--- src/rtl/ilv_pkg.sv ---
package ilv_pkg;

    localparam int unsigned NBANK  = 4;
    localparam int unsigned WORD_W = 32;
    localparam logic [WORD_W-1:0] CONTENT_MASK = 32'h5A5A_C3C3;

    typedef enum logic [1:0] {
        ST_IDLE = 2'd0,
        ST_ADDR = 2'd1,
        ST_WAIT = 2'd2,
        ST_XFER = 2'd3
    } rd_state_e;

    // contents of the modelled banks: word address XOR a fixed mask
    function automatic logic [WORD_W-1:0] bank_word(input logic [WORD_W-1:0] blk,
                                                    input logic [1:0]        bank);
        logic [WORD_W-1:0] wa;
        wa = (blk << 2) | {{(WORD_W-2){1'b0}}, bank};
        return wa ^ CONTENT_MASK;
    endfunction

endpackage

--- src/rtl/ilv_bank.sv ---
module ilv_bank
    import ilv_pkg::*;
#(
    parameter int unsigned AW      = 30,
    parameter int unsigned LAT     = 25,
    parameter int unsigned BANK_ID = 0
) (
    input  logic              clk,
    input  logic              rst_n,
    input  logic              go_i,
    input  logic [AW-1:0]     addr_i,
    output logic              rdy_o,
    output logic [WORD_W-1:0] data_o
);

    localparam int unsigned CW = (LAT < 2) ? 1 : $clog2(LAT);

    typedef struct packed {
        logic              armed;
        logic [CW-1:0]     cnt;
        logic [WORD_W-1:0] data;
    } bank_st_t;

    bank_st_t s_d, s_q;

    always_comb begin
        s_d = s_q;
        if (go_i) begin
            s_d.armed = 1'b1;
            s_d.cnt   = CW'(LAT - 1);
            s_d.data  = bank_word(WORD_W'(addr_i), 2'(BANK_ID));
        end else if (s_q.cnt != '0) begin
            s_d.cnt = s_q.cnt - 1'b1;
        end
    end

    always_ff @(posedge clk or negedge rst_n) begin
        if (!rst_n) s_q <= '0;
        else        s_q <= s_d;
    end

    assign rdy_o  = s_q.armed && (s_q.cnt == '0);
    assign data_o = s_q.data;


    bank_busy_after_go_chk: assert property (@(posedge clk) disable iff (!rst_n)
        (go_i && (LAT > 1)) |=> !rdy_o);


    bank_data_hold_chk: assert property (@(posedge clk) disable iff (!rst_n)
        (rdy_o && !go_i) |=> (rdy_o && $stable(data_o)));

endmodule

--- src/rtl/ilv_seq.sv ---
module ilv_seq
    import ilv_pkg::*;
#(
    parameter int unsigned AW = 30
) (
    input  logic          clk,
    input  logic          rst_n,
    input  logic          req_i,
    input  logic [AW-1:0] addr_i,
    input  logic          banks_rdy_i,
    output logic          ready_o,
    output logic          go_o,
    output logic [AW-1:0] bank_addr_o,
    output logic          rvalid_o,
    output logic [1:0]    idx_o,
    output logic          done_o,
    output logic          accept_o,
    output logic          busy_o
);

    typedef struct packed {
        rd_state_e     st;
        logic [1:0]    idx;
        logic [AW-1:0] addr;
    } seq_st_t;

    seq_st_t s_d, s_q;

    always_comb begin
        s_d = s_q;
        unique case (s_q.st)
            ST_IDLE: if (req_i) begin
                s_d.st   = ST_ADDR;
                s_d.addr = addr_i;
                s_d.idx  = '0;
            end
            ST_ADDR: s_d.st = ST_WAIT;
            ST_WAIT: if (banks_rdy_i) begin
                s_d.st  = ST_XFER;
                s_d.idx = '0;
            end
            ST_XFER: begin
                if (s_q.idx == 2'd3) s_d.st = ST_IDLE;
                else                 s_d.idx = s_q.idx + 2'd1;
            end
            default: s_d.st = ST_IDLE;
        endcase
    end

    always_ff @(posedge clk or negedge rst_n) begin
        if (!rst_n) s_q <= '{st: ST_IDLE, idx: '0, addr: '0};
        else        s_q <= s_d;
    end

    assign ready_o     = (s_q.st == ST_IDLE);
    assign accept_o    = ready_o && req_i;
    assign busy_o      = !ready_o;
    assign go_o        = (s_q.st == ST_ADDR);
    assign bank_addr_o = s_q.addr;
    assign rvalid_o    = (s_q.st == ST_XFER);
    assign idx_o       = s_q.idx;
    assign done_o      = rvalid_o && (s_q.idx == 2'd3);


    accept_drops_ready_chk: assert property (@(posedge clk) disable iff (!rst_n)
        (req_i && ready_o) |=> (!ready_o && go_o));


    done_restores_ready_chk: assert property (@(posedge clk) disable iff (!rst_n)
        done_o |=> ready_o);


    go_single_cycle_chk: assert property (@(posedge clk) disable iff (!rst_n)
        go_o |=> !go_o);


    idx_advance_chk: assert property (@(posedge clk) disable iff (!rst_n)
        (rvalid_o && idx_o != 2'd3) |=> (rvalid_o && idx_o == $past(idx_o) + 2'd1));


    addr_held_chk: assert property (@(posedge clk) disable iff (!rst_n)
        (!ready_o && !done_o) |=> $stable(bank_addr_o));

endmodule

--- src/rtl/ilv_pen_ctr.sv ---
module ilv_pen_ctr #(
    parameter int unsigned PW = 6
) (
    input  logic          clk,
    input  logic          rst_n,
    input  logic          accept_i,
    input  logic          busy_i,
    input  logic          done_i,
    output logic [PW-1:0] pen_o
);

    typedef struct packed {
        logic [PW-1:0] cnt;
    } pen_st_t;

    pen_st_t s_d, s_q;

    always_comb begin
        s_d = s_q;
        if (accept_i)              s_d.cnt = PW'(1);
        else if (busy_i && !done_i) s_d.cnt = s_q.cnt + 1'b1;
    end

    always_ff @(posedge clk or negedge rst_n) begin
        if (!rst_n) s_q <= '0;
        else        s_q <= s_d;
    end

    assign pen_o = s_q.cnt;


    pen_hold_idle_chk: assert property (@(posedge clk) disable iff (!rst_n)
        (!busy_i && !accept_i) |=> $stable(pen_o));

endmodule

--- src/rtl/ilv_block_reader.sv ---
module ilv_block_reader
    import ilv_pkg::*;
#(
    parameter int unsigned AW  = 30,
    parameter int unsigned LAT = 25,
    parameter int unsigned PW  = $clog2(LAT + 6)
) (
    input  logic              clk,
    input  logic              rst_n,
    input  logic              req_i,
    input  logic [AW-1:0]     blk_addr_i,
    output logic              ready_o,
    output logic              rvalid_o,
    output logic [1:0]        ridx_o,
    output logic [WORD_W-1:0] rdata_o,
    output logic              done_o,
    output logic [PW-1:0]     penalty_o
);

    localparam int unsigned PEN_TOTAL = 1 + LAT + (NBANK - 1) + 1;

    logic                          go;
    logic [AW-1:0]                 bank_addr;
    logic [NBANK-1:0]              bank_rdy;
    logic [NBANK-1:0][WORD_W-1:0]  bank_data;
    logic                          accept;
    logic                          busy;

    ilv_seq #(.AW(AW)) u_seq (
        .clk         (clk),
        .rst_n       (rst_n),
        .req_i       (req_i),
        .addr_i      (blk_addr_i),
        .banks_rdy_i (&bank_rdy),
        .ready_o     (ready_o),
        .go_o        (go),
        .bank_addr_o (bank_addr),
        .rvalid_o    (rvalid_o),
        .idx_o       (ridx_o),
        .done_o      (done_o),
        .accept_o    (accept),
        .busy_o      (busy)
    );

    for (genvar b = 0; b < NBANK; b++) begin : g_bank
        ilv_bank #(.AW(AW), .LAT(LAT), .BANK_ID(b)) u_bank (
            .clk    (clk),
            .rst_n  (rst_n),
            .go_i   (go),
            .addr_i (bank_addr),
            .rdy_o  (bank_rdy[b]),
            .data_o (bank_data[b])
        );
    end

    assign rdata_o = bank_data[ridx_o];

    ilv_pen_ctr #(.PW(PW)) u_pen (
        .clk      (clk),
        .rst_n    (rst_n),
        .accept_i (accept),
        .busy_i   (busy),
        .done_i   (done_o),
        .pen_o    (penalty_o)
    );


    banks_ready_when_streaming_chk: assert property (@(posedge clk) disable iff (!rst_n)
        rvalid_o |-> (&bank_rdy));


    penalty_at_done_chk: assert property (@(posedge clk) disable iff (!rst_n)
        done_o |-> (penalty_o == PW'(PEN_TOTAL)));


    done_only_last_chk: assert property (@(posedge clk) disable iff (!rst_n)
        done_o |-> (rvalid_o && ridx_o == 2'd3));

endmodule

--- config.mk ---
export PLATFORM = sky130hd
export DESIGN_NAME = ilv_block_reader
export DESIGN_NICKNAME = d
export VERILOG_FILES = /design/src/rtl/ilv_pkg.sv /design/src/rtl/ilv_bank.sv /design/src/rtl/ilv_seq.sv /design/src/rtl/ilv_pen_ctr.sv /design/src/rtl/ilv_block_reader.sv
export SDC_FILE = /design/constraint.sdc
export NUM_CORES = 1
export LEC_CHECK = 0
export CORE_ASPECT_RATIO = 1.75
export CORE_UTILIZATION = 30
export CTS_CLUSTER_SIZE = 28
export DETAILED_ROUTE_END_ITERATION = 8
export DONT_BUFFER_PORTS = 1
export PLACE_DENSITY = 0.4
export SYNTH_ARGS = -nofsm -noshare
export SYNTH_HDL_FRONTEND = slang
export SYNTH_HIERARCHICAL = 1
export SYNTH_SLANG_ARGS = --single-unit
--- constraint.sdc ---
create_clock -name clk -period 3.1 [get_ports clk]
set_input_delay 0.31 -clock clk [delete_from_list [all_inputs] [get_ports clk]]
set_output_delay 0.31 -clock clk [all_outputs]
set_load 0.005 [all_outputs]
# Word level (Yosys, flattened, before mapping)
# Index checks and enable logic that the tools add are counted.
# classes
muxes	18
addsub	6
n_eq_ne	8
reduce_logical	28
n_bitwise	4
order_cmp	1
# op_table
cell	count
$bmux W32 S2	1
$not A16 Y16	4
$mux W5	10
$mux W34	1
$mux W32	1
$logic_not A5 Y1	4
$reduce_bool A5 Y1	4
$sub A5 B1 Y5 const B	4
$reduce_bool A2 Y1	5
$pmux W2 S4	1
$reduce_and A4 Y1	2
$logic_and A1 B1 Y1	7
$eq A2 B2 Y1 const B	3
$ne A2 B2 Y1 const B	3
$pmux W2 S3	1
$add A5 B1 Y5 const B	1
$mux W2	2
$mux W4	1
$lt A2 B3 Y1 const B	1
$reduce_and A3 Y1	1
$reduce_bool A3 Y1	1
$add A2 B1 Y2 const B	1
$eq A2 B1 Y1 const B	1
$logic_not A1 Y1	2
3 further kinds	3
# totals
output_inout_bits	42
word_cells	78
inputBits	33
regBits	188

# Logic depth before layout (Yosys ltp)
# logic_depth
ltp_word	6
ltp_mapped	8
ltp_nobuf	8

# Cells and area by module
# Netlist, hierarchy kept.
# modules_own_cells
module	area_each_um2	cells_each	instances	seq_area_each_um2
ilv_bank (g_bank[1].u_bank ...)	1674.1	137	3	900.9
ilv_seq	1811.7	130	1	850.8
ilv_bank (g_bank[0].u_bank)	1670.4	136	1	900.9
ilv_block_reader	823.3	40	1	0.0
ilv_pen_ctr	250.2	23	1	125.1

# Least setup slack after synthesis
# Ideal clock, no wire load.
# synth_timing
path_type	register -> register
start	register g_bank[2].u_bank/s_q[32] (netlist bit)
end	register u_seq/s_q[33] (netlist bit)
arrival_time_ns	1.715
required_ns	2.975
n_path_buf	0
setup_ns	0.125
slack_ns	1.260
period_less_slack_ns	1.840
path_stages_with_launch	9
cell_sequence	dfrtp_1 inv_1 ha_1 nor2b_1 and3_1 and4_1 nand2b_1 and3_4 mux2_4
# synth_via
elab_chain_cells	5
# synth_lines
element	line_no	source
from (decl)	ilv_bank.sv:24	bank_st_t s_d, s_q;
from (signal assigned)	ilv_bank.sv:38	if (!rst_n) s_q <= '0;
from (signal assigned)	ilv_bank.sv:39	else s_q <= s_d;
$logic_not A5 Y1	ilv_bank.sv:42	assign rdy_o = s_q.armed && (s_q.cnt == '0);
$logic_and A1 B1 Y1	ilv_bank.sv:42	
via bank_rdy[2]	ilv_block_reader.sv:24	logic [NBANK-1:0] bank_rdy;
$reduce_and A4 Y1	ilv_block_reader.sv:34	.banks_rdy_i (&bank_rdy),
$ne A2 B1 Y1 (no source line)	--	
$reduce_and A3 Y1 (no source line)	--	
to (signal assigned)	ilv_seq.sv:51	if (!rst_n) s_q <= '{st: ST_IDLE, idx: '0, addr: '0};
to (decl)	ilv_seq.sv:27	seq_st_t s_d, s_q;
# The timed path passes the listed nets, and every way through them passes these cells.
# A chain may end at the register's enable or synchronous reset.

# Final worst setup path
# layout_timing
start	register u_seq.s_q, in the netlist u_seq/idx_o[0]
end	output rdata_o[31]
# layout_via
elab_chain_cells	2
# layout_lines
element	line_no	source
$bmux W32 S2	ilv_block_reader.sv:56	assign rdata_o = bank_data[ridx_o];
$mux W32 (implied by the code)	ilv_block_reader.sv:56	
to (decl)	ilv_block_reader.sv:15	output logic [WORD_W-1:0] rdata_o,
# Every way passes these cells. The select of a mux whose other input is x is not followed.

==> impl_metrics.py <==
metrics = {
    "clock_tree": {
        "postCtsSetupBuffers": 0,
        "root_buffer": "clkbuf_16",
        "post_cts_resized": 0,
        "clockBufferDepth": 2,
        "clk_pin_slew_ps": 60,
        "hold_buffers": 30,
        "clock_sinks": 183,
        "cts_buffers": 17,
        "insertion_delay_ps": 440,
        "cts_tree": "done",
        "htree_levels": 4,
    },
    "drt": {
        "viasPerCell": 4.426,
        "drc": 0,
        "firstDrtPassIters": 4,
        "num_vias": 4506,
        "post_drt_wl_per_cell_microns": 16.56,
        "routed_wl_microns": 16860,
        "drt_iter0_drc": 226,
        "antenna_left": 0,
    },
    "logic_synthesis": {
        "synth_seq_area_share": 0.4781,
        "netlist_area_sq_mm": 0.009578,
        "synth_top_area_frac": 0.4781,
        "synth_top_flop_cell": "dfrtp_1",
        "syn_avg_cell_area_sq_um": 12.94,
        "async_reset_ff_frac": 1.000,
        "yosysWarnings": 6,
        "synth.distinct_cells": 40,
        "synth_edf_count": 0,
        "synth_cells": 740,
        "synth_top_area_cell": "dfrtp_1",
        "synth-seq-cells": 183,
        "yosysMostFrequentCell": "dfrtp_1",
        "synth_area_leaders": "dfrtp_1 48%, buf_4 13%, mux2_2 7.8%",
        "synth_common_cells": "183 x dfrtp_1, 160 x buf_4, 71 x inv_1",
    },
    "run_status": {
        "status": "complete, but fails checks",
        "violations": "negative hold slack",
    },
    "setup_path": {
        "crit_arrival_ps": 2160,
        "endpoint_kind": "output port",
        "path_class": "reg2out",
        "start_kind": "flip-flop",
        "crit_path_max_fanout": 21,
        "critPathRequiredTime_ps": 2790,
    },
    "sta": {
        "setup_ws_ps": 626.2,
        "tns_ps": 0,
        "fmax_ghz": 0.4042,
        "finalClockSkew_ps": 8.674,
        "relSlewSlack": 0.5619,
        "holdWs_ps": -434.4,
        "setup_viol": 0,
        "drv_slew": 0,
        "period_share": 0.7980,
        "min_period_ps": 2474,
        "rsz0062_at_grt": "false",
        "hold_violations": 183,
        "worst_pin_slew_ps": 657.2,
    },
    "place": {
        "place_area_sq_mm": 0.008778,
        "gp_congestion": 0.6621,
        "post-place-ws_ps": 920.4,
        "hpwl_microns": 10440,
        "portBuffers": 0,
    },
    "finish": {
        "drive_gt1_frac": 0.2926,
        "insertedDiodeCount": 0,
        "fill_cells": 3131,
        "final_nets": 654,
        "fin_area_sq_mm": 0.009644,
        "area_growth_pct": 0.6924,
    },
    "global_route": {
        "grt_overflow": 0,
        "grt_max_degree": 184,
        "first_global_vias": 5078,
        "antenna_found_initial": 0,
        "grt_pass1_wl_microns": 27760,
        "grt_util_all_layers": 0.1134,
    },
    "die": {
        "initial_core_util": 0.3048,
        "die_y_microns": 238.4,
        "rows": 86,
        "die_area_sq_mm": 0.03267,
        "ioPinCount": 75,
        "die_w_microns": 137.1,
        "core_sq_mm": 0.03142,
    },
    "pwr": {
        "power_density_mw_per_mm2": 1103,
        "peakVddDrop_uv": 475.5,
        "leakage_nw": 4.253,
    },
    "worst_hold_path": {
        "worstHoldPathType": "in2async",
    },
    "job": {
        "max_cap_violations": 0,
    },
}
==> placed cells by master, fill, tap and decap left out, drive strengths merged, types with 2 or more instances in the layout <==
cell,instances
dfrtp,183
mux2,96
inv,74
mux2i,59
mux4,32
dlygate4sd3,30
clkbuf,19
nor2,17
ha,12
clkinv,8
nand2,7
a21oi,6
and3,6
nor2b,5
or2,5
or3,5
a211o,5
nand3b,5
xnor2,5
buf,5
nor3,4
or4b,4
or2b,4
a211oi,4
a21o,4
conb,4
nand2b,4
nand3,2
==> kinds of logic after synthesis <==
kind of cell / Yosys count / synth area share
AO/OA/AOI/OAI: 21 / 0.01724
XOR/XNOR: 6 / 0.005487
adder cells (fa/ha/maj): 12 / 0.01568
buffers and inverters: 257 / 0.1741
flip-flops: 183 / 0.4781
multiplexers: 187 / 0.2623
other: 3 / 0.001176
AND/OR/NAND/NOR: 71 / 0.04585
==> worst max-delay path: stages (launching register included) <==
cell and delay [ps]:
dfrtp_2 790, buf_12 300, mux4_1 620
==> area by class of cell <==
class	count	area [sq um]	area share
clock buffers	19	442.9	0.04593
repair buffers	35	387.9	0.04022
flip-flops and latches	183	4582	0.4751
well taps	396	495.5	0.05138
clock inverters	13	122.6	0.01271
inverters	71	266.5	0.02763
multi-input cells	301	3347	0.3470
==> registers in the layout, indices dropped and copies added, names as in the netlist <==
register / count
u_seq/s_q: 2
g_bank.u_bank/data_o: 123
u_seq/idx_o: 2
u_seq/bank_addr_o: 30
u_pen/pen_o: 5
g_bank.u_bank/s_q: 21
==> report_power, final <==
group / switching [mW] / internal [mW] / leakage (nW)
sequential: 0.878 / 3.62 / 2.13
combinational: 1.72 / 2.32 / 1.84
clock: 0.966 / 1.14 / 0.278
total: 3.56 / 7.07 / 4.25
==> worst paths after layout <==
check | slack [ps] | from | depth (start not counted) | endpoint
max reg2reg | 950 | u_seq/s_q[32] | 5 | u_seq/bank_addr_o[11]
min in group clk | 280 | req_i | 3 | u_seq/idx_o[1]
min reg2reg | 460 | g_bank[3].u_bank/s_q[37] | 1 | g_bank[3].u_bank/s_q[37]
max in group asynchronous | 3170 | rst_n | 0 | g_bank[0].u_bank/data_o[13]
min | -430 | rst_n | 0 | u_seq/bank_addr_o[28]
max | 630 | u_seq/idx_o[0] | 2 | rdata_o[31]
==> per-layer routing <==
| layer | track usage | up-vias | wire length (microns) |
|---|---|---|---|
| met4 | 0.05694 | 0 | 435 |
| met2 | 0.1918 | 68 | 8882 |
| met1 | 0.1285 | 2359 | 6904 |
| met3 | 0.03208 | 23 | 640 |
| li1 | - | 2056 | - |
| met5 | 0 | - | 0 |
==> per-stage QoR <==
| stage | power, mW | util | instances |
|---|---|---|---|
| final | 10.64 | 0.3069 | 1018 |
| after global routing | 11.42 | 0.3069 | 1018 |
| after CTS | 10.86 | 0.3069 | 1018 |
| after detailed placement | 8.664 | 0.2794 | 956 |
| after global placement | 8.398 | 0.2794 | 956 |
| after floorplan | 9.012 | - | 741 |
Power figures use the tool's default switching activity.
